`src/rtl/rx_pingpong_pkg.sv`:
```
package rx_pingpong_pkg;
  typedef struct packed {
    logic start;    // first byte of a frame
    logic step;     // further byte inside a frame
    logic latchPtr; // capture end pointer
    logic ptrSel;   // which pointer to capture
  } dpCtl_t;
endpackage

```
`src/rtl/rx_pingpong_dp.sv`:
```
module rx_pingpong_dp
  import rx_pingpong_pkg::*;
#(
  parameter int DEPTH = 256,
  localparam int AW = $clog2(DEPTH),
  localparam int CW = AW + 1
) (
  input  logic          clk,
  input  logic          rstN,
  input  dpCtl_t        ctl,
  input  logic [7:0]    byteData,
  output logic          atLimit,
  output logic [AW-1:0] wrAddr,
  output logic [7:0]    wrData,
  output logic [AW-1:0] eofPtr [2]
);
  logic [CW-1:0] byteCnt;

  always_ff @(posedge clk) begin
    if (!rstN) byteCnt <= '0;
    else if (ctl.start) byteCnt <= CW'(1);
    else if (ctl.step && !atLimit) byteCnt <= byteCnt + CW'(1);
  end

  assign atLimit = (byteCnt == CW'(DEPTH));
  assign wrAddr  = ctl.start ? '0 : byteCnt[AW-1:0];
  assign wrData  = byteData;

  for (genvar b = 0; b < 2; b++) begin : g_ptr
    always_ff @(posedge clk) begin
      if (!rstN) eofPtr[b] <= '0;
      else if (ctl.latchPtr && ctl.ptrSel == 1'(b))
        eofPtr[b] <= AW'(byteCnt - CW'(1));
    end
  end


  cnt_bound_chk: assert property (@(posedge clk) disable iff (!rstN)
    byteCnt <= CW'(DEPTH));
endmodule

```
`src/rtl/rx_pingpong_ctl.sv`:
```
module rx_pingpong_ctl
  import rx_pingpong_pkg::*;
(
  input  logic       clk,
  input  logic       rstN,
  input  logic       byteValid,
  input  logic       babbleIn,
  input  logic       eofValid,
  input  logic       eofErr,
  input  logic       eofPause,
  input  logic [1:0] clrDone,
  input  logic       atLimit,
  output dpCtl_t     ctl,
  output logic       wrEn,
  output logic       wrBuf,
  output logic [1:0] done,
  output logic [1:0] ovr,
  output logic       errEvt,
  output logic       pauseEvt,
  output logic       babEvt
);
  logic active, dropping, tgt, nextBuf, ovrSeen, babSeen;
  logic startNow, pickBuf, curBuf, curDrop, ovfNow, endNow, setDone, setOvr;

  assign startNow = byteValid && !active;
  assign pickBuf  = done[nextBuf] ? ~nextBuf : nextBuf;
  assign curBuf   = startNow ? pickBuf : tgt;
  assign curDrop  = startNow ? &done : dropping;
  assign ovfNow   = byteValid && active && !dropping && atLimit;
  assign endNow   = eofValid && active;
  assign setOvr   = endNow && !dropping && ovrSeen;
  assign setDone  = endNow && !dropping && !ovrSeen && !eofErr && !eofPause;

  assign wrEn  = byteValid && !curDrop && (startNow || !atLimit);
  assign wrBuf = curBuf;

  assign ctl.start    = startNow;
  assign ctl.step     = byteValid && active;
  assign ctl.latchPtr = setDone;
  assign ctl.ptrSel   = tgt;

  always_ff @(posedge clk) begin
    if (!rstN) begin
      active <= 1'b0; dropping <= 1'b0; tgt <= 1'b0; nextBuf <= 1'b0;
      ovrSeen <= 1'b0; babSeen <= 1'b0;
      errEvt <= 1'b0; pauseEvt <= 1'b0; babEvt <= 1'b0;
    end else begin
      errEvt   <= endNow && !dropping && !ovrSeen && eofErr;
      pauseEvt <= endNow && !(!dropping && ovrSeen) && !eofErr && eofPause;
      babEvt   <= endNow && !dropping && babSeen;
      if (startNow) begin
        active   <= 1'b1;
        dropping <= &done;
        tgt      <= pickBuf;
        ovrSeen  <= 1'b0;
        babSeen  <= babbleIn;
      end else if (active) begin
        if (ovfNow) ovrSeen <= 1'b1;
        if (babbleIn && !ovrSeen && !ovfNow) babSeen <= 1'b1;
        if (endNow) active <= 1'b0;
      end
      if (setDone) nextBuf <= ~tgt;
    end
  end

  for (genvar b = 0; b < 2; b++) begin : g_flag
    always_ff @(posedge clk) begin
      if (!rstN) begin
        done[b] <= 1'b0;
        ovr[b]  <= 1'b0;
      end else if (clrDone[b]) begin
        done[b] <= 1'b0;
        ovr[b]  <= 1'b0;
      end else begin
        if (setDone && tgt == 1'(b)) done[b] <= 1'b1;
        if (setOvr && tgt == 1'(b))  ovr[b]  <= 1'b1;
      end
    end


    clr_wins_chk: assert property (@(posedge clk) disable iff (!rstN)
      clrDone[b] |=> !done[b] && !ovr[b]);

    ovr_no_done_chk: assert property (@(posedge clk) disable iff (!rstN)
      $rose(ovr[b]) |-> !$rose(done[b]));
  end


  err_pause_excl_chk: assert property (@(posedge clk) disable iff (!rstN)
    !(errEvt && pauseEvt));

  drop_no_write_chk: assert property (@(posedge clk) disable iff (!rstN)
    (byteValid && !active && done == 2'b11) |-> !wrEn);

  done_needs_end_chk: assert property (@(posedge clk) disable iff (!rstN)
    (!endNow && !clrDone[0]) |=> !$rose(done[0]));
endmodule

```
`src/rtl/rx_pingpong_ctrl.sv`:
```
module rx_pingpong_ctrl
  import rx_pingpong_pkg::*;
#(
  parameter int DEPTH = 256,
  localparam int AW = $clog2(DEPTH)
) (
  input  logic          clk,
  input  logic          rstN,
  input  logic          byteValid,
  input  logic [7:0]    byteData,
  input  logic          babbleIn,
  input  logic          eofValid,
  input  logic          eofErr,
  input  logic          eofPause,
  input  logic [1:0]    clrDone,
  input  logic [1:0]    irqEn,
  output logic          wrEn,
  output logic          wrBuf,
  output logic [AW-1:0] wrAddr,
  output logic [7:0]    wrData,
  output logic [1:0]    done,
  output logic [1:0]    ovr,
  output logic [AW-1:0] eofPtrA,
  output logic [AW-1:0] eofPtrB,
  output logic [1:0]    irq,
  output logic          errEvt,
  output logic          pauseEvt,
  output logic          babEvt
);
  dpCtl_t        ctl;
  logic          atLimit;
  logic [AW-1:0] eofPtr [2];

  rx_pingpong_ctl u_ctl (
    .clk, .rstN, .byteValid, .babbleIn, .eofValid, .eofErr, .eofPause,
    .clrDone, .atLimit, .ctl, .wrEn, .wrBuf, .done, .ovr,
    .errEvt, .pauseEvt, .babEvt
  );

  rx_pingpong_dp #(.DEPTH(DEPTH)) u_dp (
    .clk, .rstN, .ctl, .byteData, .atLimit, .wrAddr, .wrData, .eofPtr
  );

  assign eofPtrA = eofPtr[0];
  assign eofPtrB = eofPtr[1];
  assign irq     = done & irqEn;


  irq_gate_chk: assert property (@(posedge clk) disable iff (!rstN)
    irq[1] |-> done[1] && irqEn[1]);
endmodule

```
`config.mk`:
```
export PLATFORM = sky130hd
export DESIGN_NAME = rx_pingpong_ctrl
export DESIGN_NICKNAME = d
export VERILOG_FILES = /design/src/rtl/rx_pingpong_pkg.sv /design/src/rtl/rx_pingpong_dp.sv /design/src/rtl/rx_pingpong_ctl.sv /design/src/rtl/rx_pingpong_ctrl.sv
export SDC_FILE = /design/constraint.sdc
export NUM_CORES = 1
export LEC_CHECK = 0
export ABC_CLOCK_PERIOD_IN_PS = 1900
export BUFFER_PORTS_ARGS = -buffer_cell sky130_fd_sc_hd__buf_2
export CAP_MARGIN = 20
export CELL_PAD_IN_SITES_DETAIL_PLACEMENT = 0
export CELL_PAD_IN_SITES_GLOBAL_PLACEMENT = 1
export CORE_ASPECT_RATIO = 1.25
export CORE_MARGIN = 4
export CORE_UTILIZATION = 34
export CTS_BUF_LIST = sky130_fd_sc_hd__clkbuf_2 sky130_fd_sc_hd__clkbuf_4 sky130_fd_sc_hd__clkbuf_8
export CTS_CLUSTER_DIAMETER = 30
export CTS_CLUSTER_SIZE = 8
export DETAILED_ROUTE_END_ITERATION = 8
export PLACE_DENSITY_LB_ADDON = 0.3
export SYNTH_ARGS = -nofsm -noshare
export SYNTH_HDL_FRONTEND = slang
export SYNTH_SLANG_ARGS = --single-unit
```
`constraint.sdc`:
```
create_clock -name clk -period 1.9 [get_ports clk]
set_clock_uncertainty 0.1 [all_clocks]
set_input_delay 0.38 -clock clk [delete_from_list [all_inputs] [get_ports clk]]
set_output_delay 0.38 -clock clk [all_outputs]
set_load 0.05 [all_outputs]
```
==> results of run 1 <==
-- cells by family after synthesis --
kind of cell / Yosys count / share of synthesized area
xor+xnor: 3 / 0.0141
simple gates: 80 / 0.259
compound gates: 63 / 0.204
flops: 38 / 0.409
buf+inv: 31 / 0.0847
mux: 3 / 0.0161
fa+ha+maj: 2 / 0.0134
-- synth_stat cells, drive strengths merged (5+ instances only) --
library cell  count  area share
a211oi            5       0.020
a21oi            30       0.083
a311oi            6       0.028
and2              7       0.024
buf              12       0.046
clkbuf           11       0.022
dfxtp            38        0.41
inv               7       0.014
nand2             8       0.016
nand3            15       0.040
nor2              6       0.012
nor3             10       0.027
o21ai            10       0.027
or3               6       0.020
or4               7       0.030
-- per-layer routing --
layer | share of wire | GRT usage
met1 | 0.46 | 0.202
met3 | 0.048 | 0.0312
met5 | 0 | 0
met2 | 0.47 | 0.257
met4 | 0.016 | 0.0514
-- report_power, final --
group	leakage, uW	internal [uW]	total, uW	switching, uW
registers	0.000310	810	819	8.92
logic	0.000630	104	255	152
clock network	0.0000472	292	601	309
total	0.000988	1210	1670	469
-- critical path: cells and delay by family, from the launching register on --
| family | cells | cell delay, ns |
|---|---|---|
| buffers and inverters | 2 | 0.22 |
| DFF | 1 | 0.33 |
| and+or+nand+nor | 1 | 0.20 |
| adders and majority gates | 1 | 0.13 |
| AOI/OAI and AO/OA | 2 | 0.31 |
-- worst paths after layout --
check / from / to / slack [ns] / cells past startpoint
worst max-delay path: u_dp.byteCnt[1] / wrEn / -0.07 / 6
worst min-delay path: clrDone[1] / u_ctl.ovr[1] / 0.15 / 2
worst max register to register: u_dp.byteCnt[1] / u_ctl.ovrSeen / -0.01 / 6
worst min register to register: u_dp.eofPtr[0] / u_dp.eofPtr[0] / 0.38 / 2
-- stage by stage --
step | cell area (um2) | utilization
final | 2410 | 0.464
after global routing | 2410 | 0.464
after CTS | 2360 | 0.455
after detailed placement | 2200 | 0.425
after global placement | 2200 | 0.425
after floorplan | 1890 | -
-- area by class of cell --
class | instances | area, um2
fill | 537 | 2780
multi-input combinational | 151 | 1000
sequential | 38 | 769
timing repair buffer | 67 | 434
clock buffer | 6 | 82.6
tap | 62 | 77.6
inverter | 8 | 30.0
clock inverter | 2 | 12.5
-- sequential cells by signal, indices dropped and copies added, names as in the netlist, 2 cells and up --
name          cells
u_dp.byteCnt      9
u_dp.eofPtr      16
u_ctl.ovr         2
u_ctl.done        2
-- what timing repair did --
action	in CTS	in global routing
setup endpoints to repair	10	8
gates resized for setup	14	13
setup buffers	3	1
pin swaps	2	2
==> results.md, run 1 <==
- Status: complete, but fails checks
- Failing checks: negative setup slack
- Maximum fanout count along the critical path: 2
- Count of synthesis-stage warnings from yosys: 0
- Critical path required time: roughly 1.4 ns
- Final TNS setup: -0.0729 ns
- Number of synthesized flops with an enable pin: 0
- Maximum clock insertion buffer count: 2
- Time the final worst path needs with I/O delays and setup: 1.97 ns
- Worst hold slack: roughly 0.15 ns
- Post-placement cell count: ~320
- Average size of a mapped cell: between 8 and 9 um2
- Worst Path Arrival: between 1 and 1.5 ns
- Hold WC Path Type: in2reg
- Syn-to-layout area delta: 29.3%
- Overflow left after global routing: 0
- Number of clock sinks: 38
- Effective utilization at floorplan: 0.359
- # H-tree levels: 2
- Via count of the first global-routing pass: between 1500 and 2000
- Synthesized netlist cell count: 220
- Max stage delay cell, worst path: sky130_fd_sc_hd__dfxtp_2
- Antenna Nets Post-Route: 0
- Wire length of the first global-routing pass: 8410 um
- Via count: approximately 1800
- Kind of critical path: reg2out
- Violation count after the first detailed-routing iteration: a little over 80
- Chip height: between 90 and 100 um
- Max incr delay on CP: 0.33 ns
- Number of distinct library cells after synthesis: 42
- Clock-pin slew on the worst setup and hold paths: 0.08 ns
- IR Drop Worst-Case VDD: 0.000312 V
- Share of async-settable or async-resettable flops after synthesis: 0
- Antenna violations before repair: 0
- Routed WL per cell: 15.1 um
- Post-route non-filler standard cell count: 334
- Pleak: about 0.00099 uW
- Top-level I/O count: 62
- Cell area power density: approximately 700 nW/um2
- Flops & latches, synth: 38
- Core Area: a little over 5000 um2
- Proportion of layout cells with a drive suffix above 1: 0.357
- Final setup violation count: 2
- Power Total: 1670 uW
- Number of nets in the layout: just under 300
- Endpoints failing hold: 0
- Critical path capture point type: primary output
- Aggregate global-route resource usage: 0.157
- Max-cap violations: 0
- Part of the Yosys area used for sequential elements: 0.409
- Latest clock arrival within the worst-skew pair: around 0.29 ns
- Wire length reported by the detailed router: between 5000 and 6000 um
- Most common library cell in the layout ignoring fill and taps: sky130_fd_sc_hd__buf_2
- Pin count of the biggest net entering global routing: 26
- Max Transition Viols Final: 0
- Weighted congestion reported at the end of routability-driven placement: roughly 0.76
- Startpoint Class: flop
- Setup repair after global routing missed its margin: true
- Length of the first detailed-routing pass in iterations: 4
- CTS tree: built
- Fraction of the cycle the final worst path needs: 1.03
- Count of input and output buffers: between 40 and 50
- Root buffer selected by CTS: sky130_fd_sc_hd__clkbuf_8
- Hold buffers post-CTS: 0
- DIE AREA: 6730 um2
- Rel. slew slack: 0.776
- Vias per inst: between 5 and 6
- Std cell rows: 29
- Commonest non-fill, non-tap cells in the layout: sky130_fd_sc_hd__buf_2 (40), sky130_fd_sc_hd__dfxtp_1 (31), sky130_fd_sc_hd__a21oi_1 (29)
- Cell area after synthesis: about 1900 um2
- Maximum achievable frequency: just over 0.5 GHz
- Worst Max-Slew Pin Slew: 0.331 ns
- Pre-CTS setup slack: about 0.11 ns
- Leading register cell type out of synthesis: sky130_fd_sc_hd__dfxtp_1
- Syn_nets: roughly 240
- Detailed-route DRC error count: 0
- Setup slack after layout: -0.0663 ns
- Cell-by-cell trace of the critical path: inv_2, ha_4, nor4b_4, a21oi_1, o21a_2, buf_8
- Antenna diode count: 0
- Detailed placer's ending HPWL: around 3700 um
- Die boundary width: about 74 um
- CTS buffer count: 5
No activity file was read; power rests on OpenSTA's default activity.
==> run 2: changes to the inputs <==
HOLD_SLACK_MARGIN = 0.15   (was unset)
MAX_ROUTING_LAYER = met4   (was unset)
==> results.md, run 2 (synthesized netlist as in run 1, its figures left out) <==
- Latest clock arrival within the worst-skew pair: 0.29 ns (about the same)
- Critical path required time: 1.42 ns (about the same)
- Commonest non-fill, non-tap cells in the layout: sky130_fd_sc_hd__buf_2 (40), sky130_fd_sc_hd__dfxtp_1 (31), sky130_fd_sc_hd__a21oi_1 (29) (unchanged)
- Max Transition Viols Final: 0 (unchanged)
- Startpoint Class: flop (unchanged)
- Antenna Nets Post-Route: 0 (unchanged)
- Critical path capture point type: primary output (unchanged)
- # H-tree levels: 2 (unchanged)
- Post-placement cell count: 322 (unchanged)
- Std cell rows: 29 (unchanged)
- Registers with the most flip-flops: u_dp.eofPtr: 16 flops, u_dp.byteCnt: 9 flops (unchanged)
- Met1 usage: 0.205 (was 0.202)
- Setup slack after layout: -0.0690 ns (was -0.0663 ns)
- Via count of the first global-routing pass: 1718 (was 1720)
- Via count: 1775 (was 1766)
- Maximum achievable frequency: 0.508 GHz (was 0.509 GHz)
- Setup repair after global routing missed its margin: true (unchanged)
- Final TNS setup: -0.0769 ns (was -0.0729 ns)
- Overflow left after global routing: 0 (unchanged)
- Pleak: 0.000992 uW (was 0.000988 uW)
- Worst Path Arrival: 1.49 ns (about the same)
- Max-cap violations: 0 (unchanged)
- Syn-to-layout area delta: 29.8% (was 29.3%)
- Worst Max-Slew Pin Slew: 0.331 ns (about the same)
- Vias per inst: 5.30 (was 5.29)
- Antenna violations before repair: 0 (unchanged)
- Routed WL per cell: 15.1 um (about the same)
- Effective utilization at floorplan: 0.359 (unchanged)
- Clock-pin slew on the worst setup and hold paths: 0.08 ns (about the same)
- Met3 Usage GRT: 0.0312 (unchanged)
- CTS tree: built (unchanged)
- Core Area: 5190 um2 (unchanged)
- DIE AREA: 6730 um2 (unchanged)
- Detailed-route DRC error count: 0 (unchanged)
- Weighted congestion reported at the end of routability-driven placement: 0.771 (was 0.761)
- Detailed placer's ending HPWL: 3750 um (unchanged)
- Pin count of the biggest net entering global routing: 26 (unchanged)
- Number of nets in the layout: 293 (was 292)
- Time the final worst path needs with I/O delays and setup: 1.97 ns (about the same)
- Failing checks: negative setup slack (unchanged)
- Fraction of the cycle the final worst path needs: 1.04 (was 1.03)
- CTS buffer count: 5 (unchanged)
- Wire length reported by the detailed router: 5060 um (was 5030 um)
- Status: complete, but fails checks (unchanged)
- Post-route non-filler standard cell count: 335 (was 334)
- Violation count after the first detailed-routing iteration: 62 (was 82)
- Final setup violation count: 2 (unchanged)
- Most common library cell in the layout ignoring fill and taps: sky130_fd_sc_hd__buf_2 (unchanged)
- Layer carrying the most global-route usage: met2 (unchanged)
- Rel. slew slack: 0.776 (about the same)
- Cell area power density: 694 nW/um2 (was 696 nW/um2)
- Kind of critical path: reg2out (unchanged)
- Maximum fanout count along the critical path: 2 (unchanged)
- Top reg by flops: u_dp.eofPtr (unchanged)
- Die boundary width: 74.2 um (unchanged)
- Worst r2r path cells: 6 (unchanged)
- Proportion of layout cells with a drive suffix above 1: 0.355 (was 0.357)
- Largest register FFs: 16 (unchanged)
- Maximum clock insertion buffer count: 2 (unchanged)
- Count of input and output buffers: 45 (unchanged)
- Wire length of the first global-routing pass: 8470 um (was 8410 um)
- Hold WC Path Type: in2reg (unchanged)
- GRT met2 Usage: 0.256 (was 0.257)
- Worst Hold Path Cells: 2 (unchanged)
- Antenna diode count: 0 (unchanged)
- Endpoints failing hold: 0 (unchanged)
- Aggregate global-route resource usage: 0.162 (was 0.157)
- Length of the first detailed-routing pass in iterations: 4 (unchanged)
- Chip height: 90.7 um (unchanged)
- Number of clock sinks: 38 (unchanged)
- IR Drop Worst-Case VDD: 0.000312 V (about the same)
- Root buffer selected by CTS: sky130_fd_sc_hd__clkbuf_8 (unchanged)
- Top-level I/O count: 62 (unchanged)
## run 2: changes by cell type in the layout (fill, tap and decap cells not counted), sizes merged
cell,change
dlygate4sd3,+1
## run 2: stage by stage
step	area [um2]	setup slack [ns]	total power, uW	hold slack, ns	utilization
after global routing	2420	-0.119	1740	0.162	0.466
after CTS	2370	-0.0663	1680	0.155	0.457
after detailed placement	2200	0.106	1070	0.372	0.425
after floorplan	1890	0.0304	1030	0.352	-
final	2420	-0.0690	1680	0.154	0.466
after global placement	2200	0.137	1070	0.364	0.425
## run 2: worst paths after layout
| kind | from | to | slack [ns] |
|---|---|---|---|
| hold / removal | clrDone[0] | u_ctl.ovr[0] | 0.15 |
| setup reg to reg | u_dp.byteCnt[1] | u_ctl.ovrSeen | -0.01 |
| hold reg to reg | u_dp.eofPtr[0] | u_dp.eofPtr[0] | 0.38 |
| setup / recovery | u_dp.byteCnt[1] | wrEn | -0.07 |
## run 2: final cells by class
cell class | count | area [um2]
clock inverters | 2 | 12.5
multi-input cells | 151 | 1000
clock buffers | 6 | 82.6
well taps | 62 | 77.6
repair buffers | 68 | 444
flip-flops and latches | 38 | 769
inverters | 8 | 30.0
fillers | 536 | 2770
## run 2: power by group
part	internal (uW)	total, uW	switching [uW]	leakage (uW)
Sequential	810	819	8.92	0.000310
Clock	292	601	309	0.0000472
Combinational	105	257	152	0.000634
## run 2: what timing repair did
item	CTS	global route
hold endpoints to repair	2	0
hold buffers	1	0
resized for setup	14	13
setup buffers	3	1
pin swaps	2	2
endpoints found under the setup margin	10	8
## run 2: layer usage
layer  up-vias  part of all wire
li1        904                 -
met1       827              0.46
met2        36              0.47
met3         8             0.048
met4         0             0.015
met5         -                 0
## run 2: critical path, cell delays in order (launching register included)
cell and delay (ns):
sky130_fd_sc_hd__dfxtp_2 0.33, sky130_fd_sc_hd__inv_2 0.07, sky130_fd_sc_hd__ha_4 0.13, sky130_fd_sc_hd__nor4b_4 0.20, sky130_fd_sc_hd__a21oi_1 0.10, sky130_fd_sc_hd__o21a_2 0.21, sky130_fd_sc_hd__buf_8 0.15
